[src/rtl/uart_rxq_pkg.sv]
// Package: shared widths and word layout for the receive queue.
// Assumes the error nibble order framing, parity, break, overrun (bits 0..3).
package uart_rxq_pkg;
    localparam int DATA_W  = 8;
    localparam int ERR_W   = 4;
    localparam int WORD_W  = DATA_W + ERR_W;
    localparam int BRK_BIT = 2;

    typedef struct packed {
        logic [ERR_W-1:0]  err;
        logic [DATA_W-1:0] data;
    } rxq_word_t;

    // Word stored when a line break is seen: zero data, break error flagged.
    function automatic rxq_word_t break_word();
        rxq_word_t w;
        w.data = '0;
        w.err  = '0;
        w.err[BRK_BIT] = 1'b1;
        return w;
    endfunction
endpackage

[src/rtl/uart_rxq_store.sv]
// Module: entry storage. One register per entry, one write port and a
// combinational head read. Assumes the controller never writes and
// reads the same slot with conflicting intent; contents are not reset.
module uart_rxq_store
    import uart_rxq_pkg::*;
#(
    parameter int DEPTH = 16,
    localparam int PTR_W = $clog2(DEPTH)
) (
    input  logic             clk,
    input  logic             wr_en,
    input  logic [PTR_W-1:0] wr_slot,
    input  rxq_word_t        wr_word,
    input  logic [PTR_W-1:0] rd_slot,
    output rxq_word_t        head
);
    rxq_word_t entry [DEPTH];

    for (genvar g = 0; g < DEPTH; g++) begin : g_entry
        // Capture the incoming word when this slot is addressed.
        always_ff @(posedge clk) begin
            if (wr_en && wr_slot == PTR_W'(g)) begin
                entry[g] <= wr_word;
            end
        end
    end

    // Present the word at the read position.
    assign head = entry[rd_slot];
endmodule

[src/rtl/uart_rxq_ctrl.sv]
// Module: occupancy control. Tracks read position and count, applies the
// run-time depth (DEPTH or 1), flushes on a mode change, and keeps the
// empty/full flags and the trigger-level interrupt. Assumes TRIG in 1..DEPTH.
module uart_rxq_ctrl #(
    parameter int DEPTH = 16,
    parameter int TRIG  = 1,
    localparam int PTR_W = $clog2(DEPTH),
    localparam int CNT_W = PTR_W + 1
) (
    input  logic             clk,
    input  logic             rst_n,
    input  logic             fifo_en,
    input  logic             wr_req,
    input  logic             rd_req,
    output logic             wr_en,
    output logic [PTR_W-1:0] wr_slot,
    output logic [PTR_W-1:0] rd_ptr,
    output logic             mode_q,
    output logic             empty,
    output logic             full,
    output logic             can_accept,
    output logic             irq
);
    localparam logic [CNT_W-1:0] FULL_CNT = CNT_W'(DEPTH);
    localparam logic [CNT_W-1:0] TRIG_CNT = CNT_W'(TRIG);
    localparam logic [CNT_W-1:0] TRIG_LO  = CNT_W'(TRIG - 1);

    logic [CNT_W-1:0] count, count_n, depth_eff;
    logic [PTR_W-1:0] mask;
    logic             toggle, push_ok, pop_ok;

    // Decode the mode in force and the admissibility of this cycle's requests.
    always_comb begin
        toggle    = fifo_en ^ mode_q;
        depth_eff = mode_q ? FULL_CNT : CNT_W'(1);
        mask      = mode_q ? PTR_W'(DEPTH - 1) : '0;
        push_ok   = wr_req && !toggle && (count < depth_eff);
        pop_ok    = rd_req && !toggle && (count != '0);
        count_n   = count + CNT_W'(push_ok) - CNT_W'(pop_ok);
        wr_slot   = (rd_ptr + count[PTR_W-1:0]) & mask;
        wr_en     = push_ok;
    end

    assign can_accept = (count < depth_eff);

    // Advance count and read position, or flush on a mode change.
    always_ff @(posedge clk) begin
        if (!rst_n) begin
            count  <= '0;
            rd_ptr <= '0;
            mode_q <= fifo_en;
        end else if (toggle) begin
            count  <= '0;
            rd_ptr <= '0;
            mode_q <= fifo_en;
        end else begin
            count <= count_n;
            if (pop_ok) rd_ptr <= (rd_ptr + PTR_W'(1)) & mask;
        end
    end

    // Keep the empty/full flags in step with the next count.
    always_ff @(posedge clk) begin
        if (!rst_n || toggle) begin
            empty <= 1'b1;
            full  <= 1'b0;
        end else begin
            empty <= (count_n == '0);
            full  <= (count_n == depth_eff);
        end
    end

    // Raise on reaching the trigger by a push, drop on falling below it by a pop.
    always_ff @(posedge clk) begin
        if (!rst_n) begin
            irq <= 1'b0;
        end else if (push_ok && count_n == TRIG_CNT) begin
            irq <= 1'b1;
        end else if (pop_ok && count_n == TRIG_LO) begin
            irq <= 1'b0;
        end
    end

    AST_COUNT_BOUND: assert property (@(posedge clk) disable iff (!rst_n)
        count <= depth_eff) else $error("count above depth");
    AST_FULL_DROP: assert property (@(posedge clk) disable iff (!rst_n)
        (wr_req && !rd_req && !toggle && count == depth_eff) |=> $stable(count)) else $error("push accepted when full");
    AST_SINGLE_DEPTH: assert property (@(posedge clk) disable iff (!rst_n)
        (!mode_q && !toggle) |-> count <= CNT_W'(1)) else $error("single mode overfilled");
    AST_FLUSH: assert property (@(posedge clk) disable iff (!rst_n)
        toggle |=> (empty && !full && count == '0 && rd_ptr == '0)) else $error("flush incomplete");
    AST_EMPTY_POP: assert property (@(posedge clk) disable iff (!rst_n)
        (count == '0 && rd_req && !wr_req && !toggle) |=> empty) else $error("pop on empty changed state");
    AST_IRQ_RISE: assert property (@(posedge clk) disable iff (!rst_n)
        $rose(irq) |-> $past(wr_req)) else $error("irq rose without push");
endmodule

[src/rtl/uart_rxq_status.sv]
// Module: receive-status error nibble. Loads the error bits of each popped
// word, ORs in the break flag, and clears on a status write.
module uart_rxq_status
    import uart_rxq_pkg::*;
(
    input  logic             clk,
    input  logic             rst_n,
    input  logic             load,
    input  logic [ERR_W-1:0] head_err,
    input  logic             clr,
    input  logic             brk_set,
    output logic [ERR_W-1:0] stat
);
    logic [ERR_W-1:0] stat_n;

    // Pick clear, load or hold, then flag a break on top.
    always_comb begin
        if (clr)       stat_n = '0;
        else if (load) stat_n = head_err;
        else           stat_n = stat;
        if (brk_set) stat_n[BRK_BIT] = 1'b1;
    end

    // Register the status nibble.
    always_ff @(posedge clk) begin
        if (!rst_n) stat <= '0;
        else        stat <= stat_n;
    end

    AST_STAT_CLR: assert property (@(posedge clk) disable iff (!rst_n)
        (clr && !brk_set) |=> stat == '0) else $error("status not cleared");
    AST_STAT_LOAD: assert property (@(posedge clk) disable iff (!rst_n)
        (load && !clr && !brk_set) |=> stat == $past(head_err)) else $error("status not loaded");
    AST_BRK_FLAG: assert property (@(posedge clk) disable iff (!rst_n)
        brk_set |=> stat[BRK_BIT]) else $error("break not flagged");
endmodule

[src/rtl/uart_rx_queue.sv]
// Module: top of the UART receive queue. Merges break events into the push
// path, wires storage, occupancy control and the status nibble.
// Assumes push and pop requests are single-cycle strobes.
module uart_rx_queue
    import uart_rxq_pkg::*;
#(
    parameter int DEPTH = 16,
    parameter int TRIG  = 1,
    localparam int PTR_W = $clog2(DEPTH)
) (
    input  logic              clk,
    input  logic              rst_n,
    input  logic              fifo_en,
    input  logic              push_valid,
    input  logic [DATA_W-1:0] push_data,
    input  logic [ERR_W-1:0]  push_err,
    input  logic              pop,
    input  logic              break_evt,
    input  logic              status_clr,
    output logic [WORD_W-1:0] rd_word,
    output logic              empty,
    output logic              full,
    output logic              can_accept,
    output logic              rx_irq,
    output logic [ERR_W-1:0]  rx_status
);
    logic             mode_q, brk_push, wr_en;
    logic [PTR_W-1:0] wr_slot, rd_ptr;
    rxq_word_t        in_word, head;

    // A break only enters the queue in single-register mode.
    always_comb begin
        brk_push = break_evt && !mode_q && !fifo_en;
        if (brk_push) begin
            in_word = break_word();
        end else begin
            in_word.data = push_data;
            in_word.err  = push_err;
        end
    end

    uart_rxq_ctrl #(.DEPTH(DEPTH), .TRIG(TRIG)) u_ctrl (
        .clk        (clk),
        .rst_n      (rst_n),
        .fifo_en    (fifo_en),
        .wr_req     (push_valid || brk_push),
        .rd_req     (pop),
        .wr_en      (wr_en),
        .wr_slot    (wr_slot),
        .rd_ptr     (rd_ptr),
        .mode_q     (mode_q),
        .empty      (empty),
        .full       (full),
        .can_accept (can_accept),
        .irq        (rx_irq)
    );

    uart_rxq_store #(.DEPTH(DEPTH)) u_store (
        .clk     (clk),
        .wr_en   (wr_en),
        .wr_slot (wr_slot),
        .wr_word (in_word),
        .rd_slot (rd_ptr),
        .head    (head)
    );

    uart_rxq_status u_status (
        .clk      (clk),
        .rst_n    (rst_n),
        .load     (pop),
        .head_err (head.err),
        .clr      (status_clr),
        .brk_set  (brk_push),
        .stat     (rx_status)
    );

    assign rd_word = head;

    AST_FLAGS_EXCL: assert property (@(posedge clk) disable iff (!rst_n)
        !(empty && full)) else $error("empty and full together");
    AST_ACCEPT_FULL: assert property (@(posedge clk) disable iff (!rst_n)
        (full && fifo_en == mode_q) |-> !can_accept) else $error("accepting while full");
endmodule

[config.mk]
export PLATFORM = sky130hd
export DESIGN_NAME = uart_rx_queue
export DESIGN_NICKNAME = d
export VERILOG_FILES = /design/src/rtl/uart_rxq_pkg.sv /design/src/rtl/uart_rxq_store.sv /design/src/rtl/uart_rxq_ctrl.sv /design/src/rtl/uart_rxq_status.sv /design/src/rtl/uart_rx_queue.sv
export SDC_FILE = /design/constraint.sdc
export NUM_CORES = 1
export LEC_CHECK = 0
export BUFFER_PORTS_ARGS = -buffer_cell sky130_fd_sc_hd__buf_2
export CAP_MARGIN = 40
export CORE_ASPECT_RATIO = 0.5
export CORE_MARGIN = 2
export CORE_UTILIZATION = 60
export CTS_CLUSTER_SIZE = 24
export DETAILED_ROUTE_END_ITERATION = 10
export HOLD_SLACK_MARGIN = 0.1
export PLACE_DENSITY = 0.88
export SLEW_MARGIN = 20
export SYNTH_ARGS = -nofsm -noshare
export SYNTH_HDL_FRONTEND = slang
export SYNTH_SLANG_ARGS = --single-unit
[constraint.sdc]
create_clock -name clk -period 4.73 [get_ports clk]
set_input_delay 0.2365 -clock clk [delete_from_list [all_inputs] [get_ports clk]]
set_output_delay 0.2365 -clock clk [all_outputs]
set_load 0.01 [all_outputs]
==> impl_metrics.tcl <==
set metrics [dict create \
    outcome "complete, no violations" \
    synth_edf_count 193 \
    ys_seq_area_share_pct 72.2 \
    ir_worst_vdd_v 0.000275 \
    start_util_pct 62.3 \
    fin_crit_ns 3.82 \
    setup_viol 0 \
    pre_cts_ws_ns 0.988 \
    syn-cell-area_mm2 0.00859 \
    die_w_um 173 \
    ys.flop_type "edfxtp_1" \
    maxCapViolCount 0 \
    synth_cell_type_count 36 \
    drive_gt1_share_pct 29.5 \
    hp-class "primary input to register" \
    clk_path_buf_depth 3 \
    grt-ovfl-total 0 \
    grtUsageTotal_pct 26.0 \
    diodes 0 \
    layout_setup_ws_ns 0.912 \
    dpl.hpwl_um 10900 \
    area_delta_synth_final_pct 14.1 \
    synth_mux_area_share_pct 15.5 \
    slew_headroom_pct 40.9 \
    rows 30 \
    rrSetupSlack_ns 0.91 \
    cp.required_ns 5.11 \
    fill_cells 789 \
    yosysTopAreaCell "edfxtp_1" \
    skew_ns 0.0188 \
    synth_compound_area_share_pct 2.54 \
    fin_tns_setup_ns 0 \
    avgViaCountPerCell 6.39 \
    crit_fanout 17 \
    ys_top_cells_by_area "edfxtp_1, mux4_2, dfxtp_1" \
    finalHoldViolCount 0 \
    path_clk_slew_ns 0.06 \
    drtIter0Drc 630 \
    worst_pin_slew_ns 0.884 \
    synth_top_family_by_area "multiplexers" \
    io_buffers 38 \
    die_y_um 88.6 \
    synth_xor_area_share_pct 1.02 \
    grt_max_degree 35 \
    nets 552 \
    cts_tree "done" \
    synth_nets 481 \
    antenna_found_initial 0 \
    ys_ff_latch 213 \
    worst-endpoint-arrival_ns 4.19 \
    p_leak_uw 0.00323 \
    num_vias 4610 \
    crit_type "register to register" \
    synthAdderAreaFrac_pct 2.36 \
    grt_pass1_wl_um 28400 \
    clock-root-buffer "clkbuf_16" \
    startpoint_type "register" \
    p_per_area_mw_per_mm2 425 \
    cts.sinks 213 \
    end_kind "register" \
    routed_wl_um 19300 \
    cts_buffers 18 \
    drcViolationCount 0 \
    place_congestion 0.809 \
    clk_latency_ns 0.49 \
    fp.coreArea_mm2 0.0138 \
    yosys_warnings 0 \
    cts_max_level 1 \
    yosys.area_share.simple_pct 4.63 \
    max_freq_mhz 262 \
    dieArea_mm2 0.0153 \
    grt_pass1_vias 4653 \
    drtAntennaViolNets 0 \
    routedWlPerCell_um 26.8 \
    synthArstFlopShare_pct 0 \
    first_pass_iters 5 \
    synthCells 447 \
    rsz0062_at_grt "no" \
    finalCritPeriodShare_pct 80.7 \
    ios 39 \
    synth_area_per_cell_um2 19.2 \
    synth_top_area_share_pct 67.5 \
    post-cts-setup-buffers 0 \
    drv_slew 0 \
]
-- sequential cells by signal, summed over array words and instances, names as in the netlist, named ones only --
signal,count
u_ctrl.count,5
u_ctrl.empty,1
u_ctrl.full,1
u_ctrl.irq,1
u_ctrl.mode_q,1
u_ctrl.rd_ptr,4
u_status.stat,4
u_store.entry,192
-- per-layer routing --
layer  part of all wire [%]  wire length, µm  track usage, %  vias to the layer above
met5                      0                0               0                        -
li1                       -                -               -                     1928
met1                     38             7270            33.9                     2331
met3                     10             1970            6.31                       58
met2                     49             9480            44.0                      293
met4                    3.2              623            10.3                        0
-- synth_stat cells, types with 2 or more instances --
cell	instances
edfxtp_1	193
mux4_2	56
nor2_1	33
dfxtp_1	20
nor2b_1	16
inv_1	15
ha_1	13
nand2_1	8
a21oi_1	7
clkbuf_1	7
mux2i_1	7
o21ai_0	7
a22oi_1	6
nand3_1	6
xnor2_1	6
buf_2	5
nand4_1	4
xor2_1	4
a21boi_0	3
and2_1	3
buf_1	3
buf_6	3
nor3b_1	3
a21o_1	2
a41oi_1	2
fa_1	2
nand2b_1	2
nor3_1	2
or2_2	2
-- layout make-up --
class | count | area [µm²] | share of cell area [%]
Clock buffer | 22 | 487 | 4.97
Clock inverter | 9 | 90.1 | 0.919
Inverter | 15 | 56.3 | 0.575
Multi-Input combinational cell | 201 | 2250 | 23.0
Sequential cell | 213 | 6200 | 63.3
Tap cell | 192 | 240 | 2.45
Timing Repair Buffer | 69 | 470 | 4.80
-- worst max-delay path, stage by stage, from the launching register on --
cell and delay, ns:
edfxtp_1 0.70, inv_1 0.17, ha_1 0.32, inv_1 0.05, a31oi_1 0.05, a211oi_2 0.35, inv_1 0.08, ha_1 0.28
inv_1 0.04, ha_1 0.20, fa_1 0.43, nand2b_1 0.09, a21oi_1 0.07, xnor2_1 0.35, a41oi_1 0.22, a311oi_1 0.32
-- cell usage in the layout, fill, tap and decap left out, types with 2 or more instances in the layout --
| master | Yosys | layout |
|---|---|---|
| nand2b_1 | 2 | 2 |
| xor2_1 | 4 | 4 |
| buf_8 | 0 | 3 |
| clkbuf_1 | 7 | 3 |
| clkbuf_4 | 0 | 2 |
| nor3_1 | 2 | 2 |
| o21ai_0 | 7 | 7 |
| bufinv_16 | 0 | 2 |
| buf_4 | 0 | 23 |
| nand3_1 | 6 | 6 |
| buf_2 | 5 | 38 |
| clkinv_2 | 0 | 2 |
| clkbuf_16 | 0 | 19 |
| nand4_1 | 4 | 4 |
| ha_1 | 13 | 13 |
| a21boi_0 | 3 | 3 |
| or2_2 | 2 | 2 |
| nor2_1 | 33 | 31 |
| xnor2_1 | 6 | 6 |
| and2_1 | 3 | 3 |
| dfxtp_1 | 20 | 18 |
| a22oi_1 | 6 | 6 |
| nor3b_1 | 3 | 2 |
| mux4_2 | 56 | 56 |
| dlygate4sd3_1 | 0 | 2 |
| edfxtp_1 | 193 | 193 |
| inv_1 | 15 | 15 |
| nand2_1 | 8 | 8 |
| fa_1 | 2 | 2 |
| nor2_2 | 0 | 2 |
| a21o_1 | 2 | 2 |
| a41oi_1 | 2 | 2 |
| a21oi_1 | 7 | 7 |
| nor2b_1 | 16 | 16 |
| mux2i_1 | 7 | 7 |
| clkinv_1 | 0 | 4 |
-- per-stage QoR --
| step | area (µm²) | utilization [%] | hold WS, ns | instances | power (µW) |
|---|---|---|---|---|---|
| finish | 9800 | 71.1 | 0.123 | 721 | 4170 |
| global route | 9800 | 71.1 | 0.136 | 721 | 4290 |
| CTS | 9720 | 70.6 | 0.109 | 711 | 4160 |
| detailed placement | 9130 | 66.2 | 0.491 | 678 | 2690 |
| global placement | 9050 | 65.7 | 0.470 | 674 | 2650 |
| floorplan | 8590 | - | 0.335 | 447 | 2540 |
-- power breakdown --
| part | internal, µW | switching, µW | total [µW] |
|---|---|---|---|
| Clock | 841 | 651 | 1490 |
| Combinational | 228 | 303 | 531 |
| Sequential | 2110 | 32.9 | 2140 |
| Total | 3180 | 987 | 4170 |
-- worst paths after layout --
path                                 startpoint                            end  cells after the start
hold / removal                              pop  u_status.stat[0]$_SDFFE_PP0P_                      3
setup / recovery        u_ctrl.mode_q$_DFFE_PP_        u_ctrl.irq$_SDFFE_PN0P_                     15
setup reg to reg        u_ctrl.mode_q$_DFFE_PP_        u_ctrl.irq$_SDFFE_PN0P_                     15
hold reg to reg   u_status.stat[0]$_SDFFE_PP0P_  u_status.stat[0]$_SDFFE_PP0P_                      2
-- cell families after synthesis --
logic type | after synthesis
AOI/OAI and AO/OA | 32
xor gates and xnor gates | 10
adders and majority gates | 15
buffers and inverters | 33
DFF | 213
muxes | 63
and+or+nand+nor | 81
-- what timing repair did --
action	CTS	global route
hold endpoints to repair	2	0
resized for setup	0	0
hold buffers	2	0
setup endpoints to repair	0	0
Power figures use the tool's default switching activity.
